### config.mk
export PLATFORM = sky130hd
export DESIGN_NAME = pause_flow_ctrl
export DESIGN_NICKNAME = d
export VERILOG_FILES = /design/src/rtl/pfc_pkg.sv /design/src/rtl/pfc_pause_timer.sv /design/src/rtl/pfc_tx_gate.sv /design/src/rtl/pfc_hyst_ctrl.sv /design/src/rtl/pause_flow_ctrl.sv
export SDC_FILE = /design/constraint.sdc
export NUM_CORES = 1
export LEC_CHECK = 0
export CAP_MARGIN = 15
export CORE_AREA = 5 5 71 73
export CTS_BUF_LIST = sky130_fd_sc_hd__clkbuf_16
export DETAILED_ROUTE_END_ITERATION = 8
export DIE_AREA = 0 0 76 78
export GPL_TIMING_DRIVEN = 0
export PLACE_DENSITY_LB_ADDON = 0.15
export SYNTH_ARGS = -nofsm -noshare
export SYNTH_HDL_FRONTEND = slang
export SYNTH_SLANG_ARGS = --single-unit
export TNS_END_PERCENT = 50
### constraint.sdc
create_clock -name clk -period 2.3 [get_ports clk]
set_input_delay 0.23 -clock clk [delete_from_list [all_inputs] [get_ports clk]]
set_output_delay 0.23 -clock clk [all_outputs]
set_load 0.02 [all_outputs]
### src/rtl/pfc_pkg.sv
// Shared types for the pause-frame flow control unit.
package pfc_pkg;
    // Transmit-side hysteresis state.
    typedef enum logic [1:0] {
        FC_IDLE      = 2'd0,
        FC_SEND_XOFF = 2'd1,
        FC_HOLD      = 2'd2,
        FC_SEND_XON  = 2'd3
    } fc_state_e;
endpackage

### src/rtl/pfc_pause_timer.sv
// Receive-side pause countdown.
// Loads the count from a received pause value. A load overrides a
// coincident tick. Otherwise the count drops by one per quantum tick
// and holds at zero.
// Assumes the strobes are single-cycle and synchronous to clk.
module pfc_pause_timer #(
    parameter int PV_W = 16
) (
    input  logic            clk,
    input  logic            rst_n,
    input  logic            load,
    input  logic [PV_W-1:0] load_value,
    input  logic            tick,
    output logic [PV_W-1:0] count,
    output logic            paused
);
    localparam logic [PV_W-1:0] ONE = PV_W'(1);

    // Count register: reload on strobe, otherwise decrement on tick.
    always_ff @(posedge clk) begin
        if (!rst_n) begin
            count <= '0;
        end else if (load) begin
            count <= load_value;
        end else if (tick && (count != '0)) begin
            count <= count - ONE;
        end
    end

    // The port is paused while the count is non-zero.
    always_comb paused = (count != '0);
endmodule

### src/rtl/pfc_tx_gate.sv
// Normal-frame start gate.
// A new frame may start only when not paused. A frame that has started
// keeps its grant for as long as its request stays high.
// Assumes the requester holds its request for the whole frame.
module pfc_tx_gate (
    input  logic clk,
    input  logic rst_n,
    input  logic paused,
    input  logic req,
    output logic grant,
    output logic in_frame
);
    // Grant: continue a running frame, or start one when not paused.
    always_comb grant = req && (in_frame || !paused);

    // Frame-in-progress flag: set by a granted request, cleared when the request drops.
    always_ff @(posedge clk) begin
        if (!rst_n) begin
            in_frame <= 1'b0;
        end else begin
            in_frame <= req && grant;
        end
    end
endmodule

### src/rtl/pfc_hyst_ctrl.sv
// Transmit-side XOFF/XON request generator with hysteresis.
// Raises an XOFF request (maximum value) at or above the high threshold,
// and an XON request (zero) at or below the low threshold, but only after
// an XOFF was sent. A request is held until acknowledged.
// Assumes thr_low < thr_high.
module pfc_hyst_ctrl #(
    parameter int OCC_W = 8,
    parameter int PV_W  = 16
) (
    input  logic             clk,
    input  logic             rst_n,
    input  logic [OCC_W-1:0] occupancy,
    input  logic [OCC_W-1:0] thr_high,
    input  logic [OCC_W-1:0] thr_low,
    input  logic             ack,
    output logic             req,
    output logic [PV_W-1:0]  value,
    output logic             xoff_on
);
    import pfc_pkg::*;

    localparam logic [PV_W-1:0] PAUSE_MAX = '1;

    fc_state_e state, state_nx;

    // Next-state logic of the hysteresis machine.
    always_comb begin
        state_nx = state;
        unique case (state)
            FC_IDLE:      if (occupancy >= thr_high) state_nx = FC_SEND_XOFF;
            FC_SEND_XOFF: if (ack)                   state_nx = FC_HOLD;
            FC_HOLD:      if (occupancy <= thr_low)  state_nx = FC_SEND_XON;
            FC_SEND_XON:  if (ack)                   state_nx = FC_IDLE;
            default:                                 state_nx = FC_IDLE;
        endcase
    end

    // State register.
    always_ff @(posedge clk) begin
        if (!rst_n) begin
            state <= FC_IDLE;
        end else begin
            state <= state_nx;
        end
    end

    // Request outputs decoded from the state.
    always_comb begin
        req     = (state == FC_SEND_XOFF) || (state == FC_SEND_XON);
        value   = (state == FC_SEND_XOFF) ? PAUSE_MAX : '0;
        xoff_on = (state == FC_HOLD) || (state == FC_SEND_XON);
    end
endmodule

### src/rtl/pause_flow_ctrl.sv
// Pause-frame flow control unit for one port.
// Receive side: a pause timer gates the start of normal frames.
// Transmit side: a hysteresis machine requests XOFF and XON pause frames.
// The two sides are independent, so pause-frame requests are never gated
// by a received pause.
module pause_flow_ctrl #(
    parameter int OCC_W = 8,
    parameter int PV_W  = 16
) (
    input  logic             clk,
    input  logic             rst_n,
    input  logic             pause_rx_valid,
    input  logic [PV_W-1:0]  pause_rx_value,
    input  logic             quanta_tick,
    input  logic             norm_req,
    output logic             norm_grant,
    input  logic [OCC_W-1:0] occupancy,
    input  logic [OCC_W-1:0] thr_high,
    input  logic [OCC_W-1:0] thr_low,
    output logic             fc_req,
    output logic [PV_W-1:0]  fc_value,
    input  logic             fc_ack
);
    logic [PV_W-1:0] pause_cnt;
    logic            paused;
    logic            in_frame;
    logic            xoff_on;

    pfc_pause_timer #(.PV_W(PV_W)) u_timer (
        .clk        (clk),
        .rst_n      (rst_n),
        .load       (pause_rx_valid),
        .load_value (pause_rx_value),
        .tick       (quanta_tick),
        .count      (pause_cnt),
        .paused     (paused)
    );

    pfc_tx_gate u_gate (
        .clk      (clk),
        .rst_n    (rst_n),
        .paused   (paused),
        .req      (norm_req),
        .grant    (norm_grant),
        .in_frame (in_frame)
    );

    pfc_hyst_ctrl #(.OCC_W(OCC_W), .PV_W(PV_W)) u_hyst (
        .clk       (clk),
        .rst_n     (rst_n),
        .occupancy (occupancy),
        .thr_high  (thr_high),
        .thr_low   (thr_low),
        .ack       (fc_ack),
        .req       (fc_req),
        .value     (fc_value),
        .xoff_on   (xoff_on)
    );
endmodule

==> flow_summary_export.csv, run 1 <==
group,metric,value,unit
detailed_routing,wl_per_cell,12.1,µm
placed_design,io_buffers,62,
power,vdd_ir_drop_max,0.484,mV
clock_network,cts_setup_buffers,0,
grt,antenna_found_initial,0,
yosys,async_flop_share,0,%
power,p_per_area,733,nW/µm²
hold_path,hold_path.class,"input port to flop",
outcome,status,"completed",
placed_design,dp.cells,316,
clock_network,root_buffer,"clkbuf_16",
floorplanning,num_io_pins,64,
floorplanning,die_area,5930,µm²
sta,tightest_slew,422,ps
yosys,synth_cells,202,
grt,grt-ovfl-total,0,
sta,rsz0062_at_grt,"no",
floorplanning,die_x,76,µm
grt,grt_pass1_vias,1440,
clock_network,numCtsBuffers,3,
clock_network,cts_hold_buf,0,
grt,grt_pass1_wl,6600,µm
yosys,avgSynthCellArea,8.31,µm²
detailed_routing,vias,1543,
sta,clock.fmax,477,MHz
floorplanning,die_y,78,µm
finish,multi_input_area,1090,µm²
detailed_routing,drt_pre_antenna_iters,4,
floorplanning,row_count,24,
finish,fin_nets,337,
sta,finClkSkew,3.04,ps
finish,area_delta_synth_final,46.6,%
yosys,ys_types,45,
clock_network,clock_latency,250,ps
finish,diodes,0,
placed_design,globalplace.congestion,0.715,
grt,grt_max_degree,18,
run,drv_cap,0,
yosys,ys_warn_count,0,
sta,setup_viol,0,
detailed_routing,drcViolationCount,0,
clock_network,clk_pin_slew,50,ps
finish,fillers,406,
grt,grt.total_usage,13.0,%
detailed_routing,via_per_inst,4.84,
setup_path,crit_path_end_kind,"flop",
finish,drive_above_1_share,13.1,%
placed_design,dp_hpwl,3130,µm
sta,slew_viol_final,0,
finish,seqCellArea,380,µm²
clock_network,cts_tree,"yes",
setup_path,worstPathArrival,2280,ps
finish,final_core_util,57.3,%
setup_path,cp_data_required_time,2480,ps
detailed_routing,first_iter_violations,71,
setup_path,critical_path_peak_fanout,2,
sta,period_minus_slack,2100,ps
power,p_leak,1.06,nW
sta,hold_violations,0,
yosys,ys.flop_type,"dfxtp_1",
setup_path,startpoint_type,"input port",
finish,instances_no_fill,319,
yosys,ys_seq_elements,19,
clock_network,cts_max_level,1,
yosys,synth-edff-count,0,
clock_network,cts.sinks,19,
detailed_routing,ant_nets,0,
sta,period_share,91.2,%
detailed_routing,wirelength,3860,µm
clock_network,cts_buffer_depth,2,
yosys,yosysSeqAreaShare,22.7,%
yosys,synthesis.area,1680,µm²
floorplanning,core_region_area,4290,µm²
sta,slew-limit-headroom,71.1,%
yosys,syn-num-nets,271,
floorplanning,initial_utilization,39.1,%
setup_path,r2r_slack,220,ps
setup_path,worstSetupPathType,"input port to flop",
critical path, cell delays in order:
cell,delay (ps)
clkdlybuf4s50_1,450
inv_1,50
ha_1,260
nand2b_1,90
a2111oi_0,100
or4_1,560
a211oi_2,310
mux2i_1,220
what timing repair did:
action / in CTS / in global routing
resized for setup: 6 / 1
setup endpoints to repair: 3 / 18
pin swaps: 1 / 0
final timing paths:
path,endpoint,startpoint,cells past startpoint
worst max-delay path,u_hyst.state[0]$_SDFFE_PN0P_,occupancy[0],8
worst min-delay path,u_timer.count[1]$_SDFFE_PN0P_,quanta_tick,3
worst max register to register,u_hyst.state[0]$_SDFFE_PN0P_,u_hyst.state[1]$_SDFFE_PN0P_,7
worst min register to register,u_hyst.state[1]$_SDFFE_PN0P_,u_hyst.state[1]$_SDFFE_PN0P_,2
synth_stat cells, types with 3 or more instances:
library cell / instances / area, µm²
ha_1: 23 / 288
inv_1: 22 / 82.6
dfxtp_1: 19 / 380
a21oi_1: 17 / 85.1
o21ai_0: 16 / 80.1
buf_4: 15 / 113
xnor2_1: 12 / 105
nor2_1: 8 / 30.0
nand2_1: 7 / 26.3
nand4_1: 5 / 31.3
nand2b_1: 4 / 25.0
nand3_1: 4 / 20.0
nor3_1: 4 / 20.0
nor4_1: 4 / 25.0
a211oi_1: 3 / 22.5
clkbuf_1: 3 / 11.3
routing by layer:
layer  vias to the layer above  part of all wire, %  track usage (%)
met4                         0                 0.26             1.60
li1                        826                    -                -
met5                         -                    0                0
met3                         2                  6.0             3.36
met1                       673                   48             17.2
met2                        42                   46             21.9
layout by cell type, fill, tap and decap left out, types with 7 or more instances in the layout:
cell / instances
buf_4: 15
nor2_1: 8
ha_1: 22
xnor2_1: 12
nand2_1: 7
o21ai_0: 16
dfxtp_1: 19
a21oi_1: 17
inv_1: 23
clkdlybuf4s50_1: 61
sequential cells by signal, indices dropped and copies added, names as in the netlist:
signal           cells
u_timer.count       16
u_hyst.state         2
u_gate.in_frame      1
per-stage QoR:
stage	total power [W]	setup TNS, ps	hold WS (ps)	area, µm²	setup WS [ps]
global placement	0.00144	-364	485	2360	-148
detailed placement	0.00146	-363	500	2360	-169
global route	0.00192	0	484	2460	63.5
finish	0.00180	0	434	2460	202
floorplan	0.00104	0	365	1680	156
CTS	0.00182	0	430	2460	54.3
cell families after synthesis:
logic type,count (synthesis),synth area share [%]
AND/OR/NAND/NOR,54,21.6
AO/OA/AOI/OAI,46,16.2
buffers and inverters,44,13.9
adder cells (fa/ha/maj),23,17.1
flip-flops,19,22.7
XOR/XNOR,14,7.30
multiplexers,2,1.19
layout make-up:
type | count | area share, %
plain buffers | 21 | 6.00
multi-input cells | 139 | 44.2
inverters | 22 | 3.36
clock buffers | 3 | 3.05
clock inverters | 1 | 0.153
flip-flops and latches | 19 | 15.5
well taps | 52 | 2.64
repair buffers | 62 | 25.2
report_power, final:
group	total, W	internal, W	switching [W]
clock	0.000354	0.000231	0.000123
sequential	0.000418	0.000369	0.0000488
combinational	0.00103	0.000576	0.000456
total	0.00180	0.00118	0.000627
(Power assumes the default switching activity.)
==> run 2: changes to the inputs <==
--- a/config.mk
+++ b/config.mk
@@ -5,11 +5,10 @@
 export SDC_FILE = /design/constraint.sdc
 export NUM_CORES = 1
 export LEC_CHECK = 0
-export CAP_MARGIN = 15
-export CORE_AREA = 5 5 71 73
+export CORE_AREA = 4 4 67 69
 export CTS_BUF_LIST = sky130_fd_sc_hd__clkbuf_16
 export DETAILED_ROUTE_END_ITERATION = 8
-export DIE_AREA = 0 0 76 78
+export DIE_AREA = 0 0 71 73
 export GPL_TIMING_DRIVEN = 0
 export PLACE_DENSITY_LB_ADDON = 0.15
 export SYNTH_ARGS = -nofsm -noshare
==> run 2 against run 1 <==
  * Utilization grew 5.5 points
  * Count of clock-buffer cells in the layout is the same
  * First-iteration DRC count shrank 24%
  * Sequential power is essentially flat
  * Power is essentially flat
  * Clock skew shrank 0.79 ps
  * Combinational power is essentially flat
  * Sequential cell count is the same
  * Fmax grew 0.94%
  * Register-to-register slack gained 50 ps
==> flow_summary_export.csv, run 2 (synthesized netlist as in run 1, its figures left out) <==
group,metric,value,unit
setup_path,worstPathArrival,1850,ps
power,p_per_area,733,nW/µm²
finish,area_delta_synth_final,46.5,%
detailed_routing,first_iter_violations,54,
grt,grt_pass1_wl,6510,µm
sta,clock.fmax,481,MHz
finish,final_cell_area,2460,µm²
placed_design,dp_hpwl,3090,µm
detailed_routing,wl_per_cell,12.1,µm
clock_network,root_buffer,"clkbuf_16",
setup_path,cp_data_required_time,2070,ps
setup_path,slowest_delay,330,ps
sta,hold-worst-slack,435,ps
detailed_routing,vias,1547,
detailed_routing,met1_length,1860,µm
clock_network,cts_tree,"yes",
placed_design,post_dp_cell_area,2360,µm²
grt,grt_max_degree,18,
detailed_routing,via_per_inst,4.88,
clock_network,cts.sinks,19,
detailed_routing,drt_pre_antenna_iters,5,
finish,regMostFlops,"u_timer.count",
sta,slew_viol_final,0,
finish,drive_above_1_share,13.5,%
finish,fin_nets,337,
sta,setup_viol,0,
setup_path,worstPathCellList,"inv_1 > ha_1 > nor4b_2 > and4_4 > o21a_1 > dlygate4sd2_1",
placed_design,io_buffers,62,
grt,antenna_found_initial,0,
floorplanning,initial_utilization,42.9,%
clock_network,numCtsBuffers,3,
floorplanning,die_area,5180,µm²
floorplanning,die_y,73,µm
clock_network,cts_max_level,1,
floorplanning,core_region_area,3910,µm²
detailed_routing,wl_met2,1710,µm
clock_network,cts_buffer_depth,2,
outcome,status,"completed",
sta,period_minus_slack,2080,ps
detailed_routing,drcViolationCount,0,
finish,final_common_cell,"clkdlybuf4s50_1",
clock_network,clock_latency,250,ps
finish,largest_reg_flops,16,
placed_design,globalplace.congestion,0.789,
floorplanning,die_x,71,µm
setup_path,worstSetupPathType,"flop to output port",
sta,rsz0062_at_grt,"no",
grt,grt_pass1_vias,1490,
finish,diodes,0,
finish,fillers,372,
detailed_routing,wl_met3,238,µm
sta,hold_violations,0,
power,p_leak,1.06,nW
grt,grt-ovfl-total,0,
setup_path,critical_path_peak_fanout,6,
setup_path,r2r_slack,270,ps
floorplanning,num_io_pins,64,
setup_path,crit_path_top_delay_cell,"dfxtp_1",
grt,grt.total_usage,15.5,%
detailed_routing,maxUsedRoutingLayer,"met4",
sta,slew-limit-headroom,67.0,%
sta,finClkSkew,2.25,ps
floorplanning,row_count,23,
finish,final_cell_mix,"61 x clkdlybuf4s50_1, 22 x inv_1, 22 x ha_1",
sta,finalSetupTns,0,ps
hold_path,hold_path.class,"input port to flop",
sta,tightest_slew,483,ps
power,vdd_ir_drop_max,0.361,mV
detailed_routing,ant_nets,0,
finish,reg.largest.list,"u_timer.count x16, u_hyst.state x2, u_gate.in_frame x1",
clock_network,clk_pin_slew,50,ps
run,drv_cap,0,
setup_path,startpoint_type,"flop",
detailed_routing,wirelength,3850,µm
sta,period_share,90.3,%
setup_path,crit_path_end_kind,"output port",
## run 2: cell count changes in the layout (fill, tap and decap cells not counted), sizes merged
cell | previous run | this run
clkinv | 0 | 1
inv | 23 | 22
## run 2: repair_timing
item,in CTS,in global routing
buffers inserted,0,0
endpoints found under the setup margin,3,18
gates resized for setup,6,1
endpoints found under the hold margin,0,0
hold buffers,0,0
## run 2: critical path, delay by kind of cell, from the launching register on
| kind | cells | cell delay [ps] |
|---|---|---|
| AOI/OAI and AO/OA | 1 | 130 |
| DFF | 1 | 330 |
| adders and majority gates | 1 | 160 |
| and+or+nand+nor | 2 | 570 |
| buffers and inverters | 2 | 410 |
## run 2: worst paths after layout
| kind | depth (start not counted) | from | endpoint |
|---|---|---|---|
| max | 6 | u_timer.count[0]$_SDFFE_PN0P_ | norm_grant |
| min | 3 | quanta_tick | u_timer.count[1]$_SDFFE_PN0P_ |
| max reg2reg | 7 | u_hyst.state[1]$_SDFFE_PN0P_ | u_hyst.state[0]$_SDFFE_PN0P_ |
| min reg2reg | 2 | u_hyst.state[1]$_SDFFE_PN0P_ | u_hyst.state[1]$_SDFFE_PN0P_ |
## run 2: per-stage QoR
step / worst slack [ps] / utilization, % / cells / power [W]
after floorplan: 156 / - / 202 / 0.00104
after global placement: -153 / 60.4 / 314 / 0.00144
after detailed placement: -141 / 60.4 / 314 / 0.00145
after CTS: 56.7 / 62.8 / 317 / 0.00183
after global routing: 73.3 / 62.9 / 317 / 0.00192
final: 222 / 62.9 / 317 / 0.00180
## run 2: layer usage
metal | GRT usage (%) | vias up
met5 | 0 | -
met4 | 5.22 | 0
met3 | 3.86 | 5
met2 | 24.9 | 40
met1 | 20.2 | 676
li1 | - | 826
## run 2: layout make-up
cell class	count	area, µm²	share of cell area, %
Buffer	21	148	6.00
Clock buffer	3	75.1	3.05
Clock inverter	1	5.00	0.203
Inverter	22	82.6	3.36
Multi-Input combinational cell	139	1090	44.2
Sequential cell	19	380	15.5
Tap cell	50	62.6	2.54
Timing Repair Buffer	62	619	25.2
## run 2: where the power goes
group | leakage, nW | total, W | switching (W) | internal (W)
clock | 0.0409 | 0.000358 | 0.000125 | 0.000233
combinational | 0.859 | 0.00103 | 0.000454 | 0.000575
sequential | 0.158 | 0.000417 | 0.0000480 | 0.000369
==> run 3: changes to the inputs <==
--- a/config.mk
+++ b/config.mk
@@ -11,6 +11,7 @@
 export DIE_AREA = 0 0 71 73
 export GPL_TIMING_DRIVEN = 0
 export PLACE_DENSITY_LB_ADDON = 0.15
+export SKIP_CTS_REPAIR_TIMING = 1
 export SYNTH_ARGS = -nofsm -noshare
 export SYNTH_HDL_FRONTEND = slang
 export SYNTH_SLANG_ARGS = --single-unit
==> run 3 against run 2 <==
  * Non-clock buffer count unchanged
  * Setup slack gained 17 ps
  * Sequential power barely moved
  * Via count fell by 0.45%
  * Count of clock-buffer cells in the layout unchanged
  * Global-route usage fell by 0.32 points
  * Clock power hardly changed
  * Sequential share of layout area is essentially flat
  * Critical endpoint is now u_hyst.state[1]$_SDFFE_PN0P_
  * Highest routed layer unchanged
==> flow_summary_export.csv, run 3 (synthesized netlist as in run 1, its figures left out) <==
group,metric,value,unit
sta,period_share,89.6,%
sta,slew-limit-headroom,67.0,%
clock_network,root_buffer,"clkbuf_16",
finish,reg.largest.list,"u_timer.count x16, u_hyst.state x2, u_gate.in_frame x1",
setup_path,worstSetupPathType,"input port to flop",
sta,setup_viol,0,
floorplanning,die_y,73,µm
sta,slew_viol_final,0,
hold_path,hold_depth,3,
finish,area_delta_synth_final,46.7,%
finish,final_cell_mix,"61 x clkdlybuf4s50_1, 22 x inv_1, 22 x ha_1",
floorplanning,core_region_area,3910,µm²
grt,grt.total_usage,15.1,%
clock_network,cts_max_level,1,
finish,final_core_util,62.9,%
outcome,status,"completed",
setup_path,crit_path_end_kind,"flop",
setup_path,startpoint_type,"input port",
clock_network,numCtsBuffers,3,
power,p_per_area,732,nW/µm²
setup_path,rr_endpoint,"u_hyst.state[1]$_SDFFE_PN0P_",
clock_network,clk_pin_slew,50,ps
finish,final_common_cell,"clkdlybuf4s50_1",
grt,antenna_found_initial,0,
sta,tightest_slew,483,ps
setup_path,r2r_cells,7,
detailed_routing,drcViolationCount,0,
finish,drive_above_1_share,13.5,%
clock_network,clock_latency,250,ps
detailed_routing,via_per_inst,4.86,
setup_path,r2r_slack,280,ps
floorplanning,num_io_pins,64,
detailed_routing,ant_nets,0,
hold_path,hold_start,"quanta_tick",
placed_design,dp.cells,314,
sta,clock.fmax,485,MHz
detailed_routing,drt_pre_antenna_iters,4,
setup_path,crit_path_top_delay_cell,"or4_1",
detailed_routing,vias,1540,
power,vdd_ir_drop_max,0.364,mV
grt,grt_pass1_vias,1455,
finish,regMostFlops,"u_timer.count",
sta,period_minus_slack,2060,ps
setup_path,rr_startpoint,"u_hyst.state[1]$_SDFFE_PN0P_",
detailed_routing,wirelength,3810,µm
clock_network,cts.sinks,19,
power,p_leak,1.07,nW
setup_path,worstPathCellList,"clkdlybuf4s50_1 > inv_1 > ha_1 > nand2b_1 > a2111oi_0 > or4_1 > a211oi_2 > mux2i_1",
run,drv_cap,0,
sta,hold_violations,0,
floorplanning,die_x,71,µm
finish,fin_nets,337,
finish,largest_reg_flops,16,
clock_network,cts_tree,"yes",
sta,rsz0062_at_grt,"no",
clock_network,cts_buffer_depth,2,
grt,grt-ovfl-total,0,
placed_design,dp_hpwl,3090,µm
floorplanning,initial_utilization,42.9,%
power,power.total,0.00180,W
grt,grt_pass1_wl,6370,µm
sta,finClkSkew,0.988,ps
detailed_routing,wl_per_cell,12.0,µm
floorplanning,row_count,23,
grt,grt_max_degree,18,
detailed_routing,first_iter_violations,62,
setup_path,cp_data_required_time,2480,ps
hold_path,holdPathEnd,"u_timer.count[1]$_SDFFE_PN0P_",
setup_path,worstPathArrival,2240,ps
finish,instances_no_fill,317,
setup_path,critical_path_peak_fanout,2,
finish,diodes,0,
sta,hold-worst-slack,433,ps
setup_path,slowest_delay,550,ps
placed_design,io_buffers,62,
floorplanning,die_area,5180,µm²
hold_path,hold_path.class,"input port to flop",
placed_design,globalplace.congestion,0.789,
==> run 3: cell types whose count changed in the layout (fill, tap and decap cells not counted) <==
cell / before / now
dlygate4sd2_1: 1 / 0
dlymetal6s2s_1: 0 / 1
==> run 3: worst max-delay path by stage <==
stage / slack, ps / to / startpoint / cells after the start
floorplan: 160 / u_hyst.state[0]$_SDFFE_PN0P_ / u_hyst.state[1]$_SDFFE_PN0P_ / 7
global placement: -150 / u_hyst.state[1]$_SDFFE_PN0P_ / occupancy[0] / 8
detailed placement: -140 / u_hyst.state[1]$_SDFFE_PN0P_ / occupancy[0] / 8
CTS: -370 / norm_grant / u_timer.count[0]$_SDFFE_PN0P_ / 7
global route: 70 / u_hyst.state[1]$_SDFFE_PN0P_ / u_hyst.state[1]$_SDFFE_PN0P_ / 7
finish: 240 / u_hyst.state[1]$_SDFFE_PN0P_ / occupancy[0] / 8
==> run 3: area by class of cell <==
cell class                 count  area [µm²]
fill                         372        1450
multi-input combinational    139        1090
timing repair buffer          62         623
sequential                    19         380
buffer                        21         148
inverter                      22        82.6
clock buffer                   3        75.1
tap                           50        62.6
clock inverter                 1        5.00
==> run 3: metal layers <==
| layer | GRT usage (%) | vias to the layer above | routed length, µm |
|---|---|---|---|
| li1 | - | 824 | - |
| met1 | 19.9 | 673 | 1810 |
| met2 | 24.3 | 38 | 1720 |
| met3 | 3.72 | 5 | 235 |
| met4 | 5.01 | 0 | 48 |
| met5 | 0 | - | 0 |
==> run 3: through the flow <==
| step | instance area (µm²) | setup TNS [ps] | worst slack, ps |
|---|---|---|---|
| after floorplan | 1680 | 0 | 156 |
| after global placement | 2360 | -323 | -153 |
| after detailed placement | 2360 | -309 | -141 |
| after CTS | 2440 | -377 | -367 |
| after global routing | 2460 | 0 | 73.9 |
| final | 2460 | 0 | 239 |
==> run 3: worst max-delay path, delay by kind of cell <==
family / cells / cell delay [ps]
AO/OA/AOI/OAI: 2 / 390
buffers and inverters: 2 / 510
adder cells (fa/ha/maj): 1 / 270
AND/OR/NAND/NOR: 2 / 640
multiplexers: 1 / 210
==> run 3: power breakdown <==
group          leakage, nW  internal [W]  switching [W]
combinational        0.873      0.000575       0.000452
clock               0.0409      0.000233       0.000126
sequential           0.158      0.000369      0.0000479
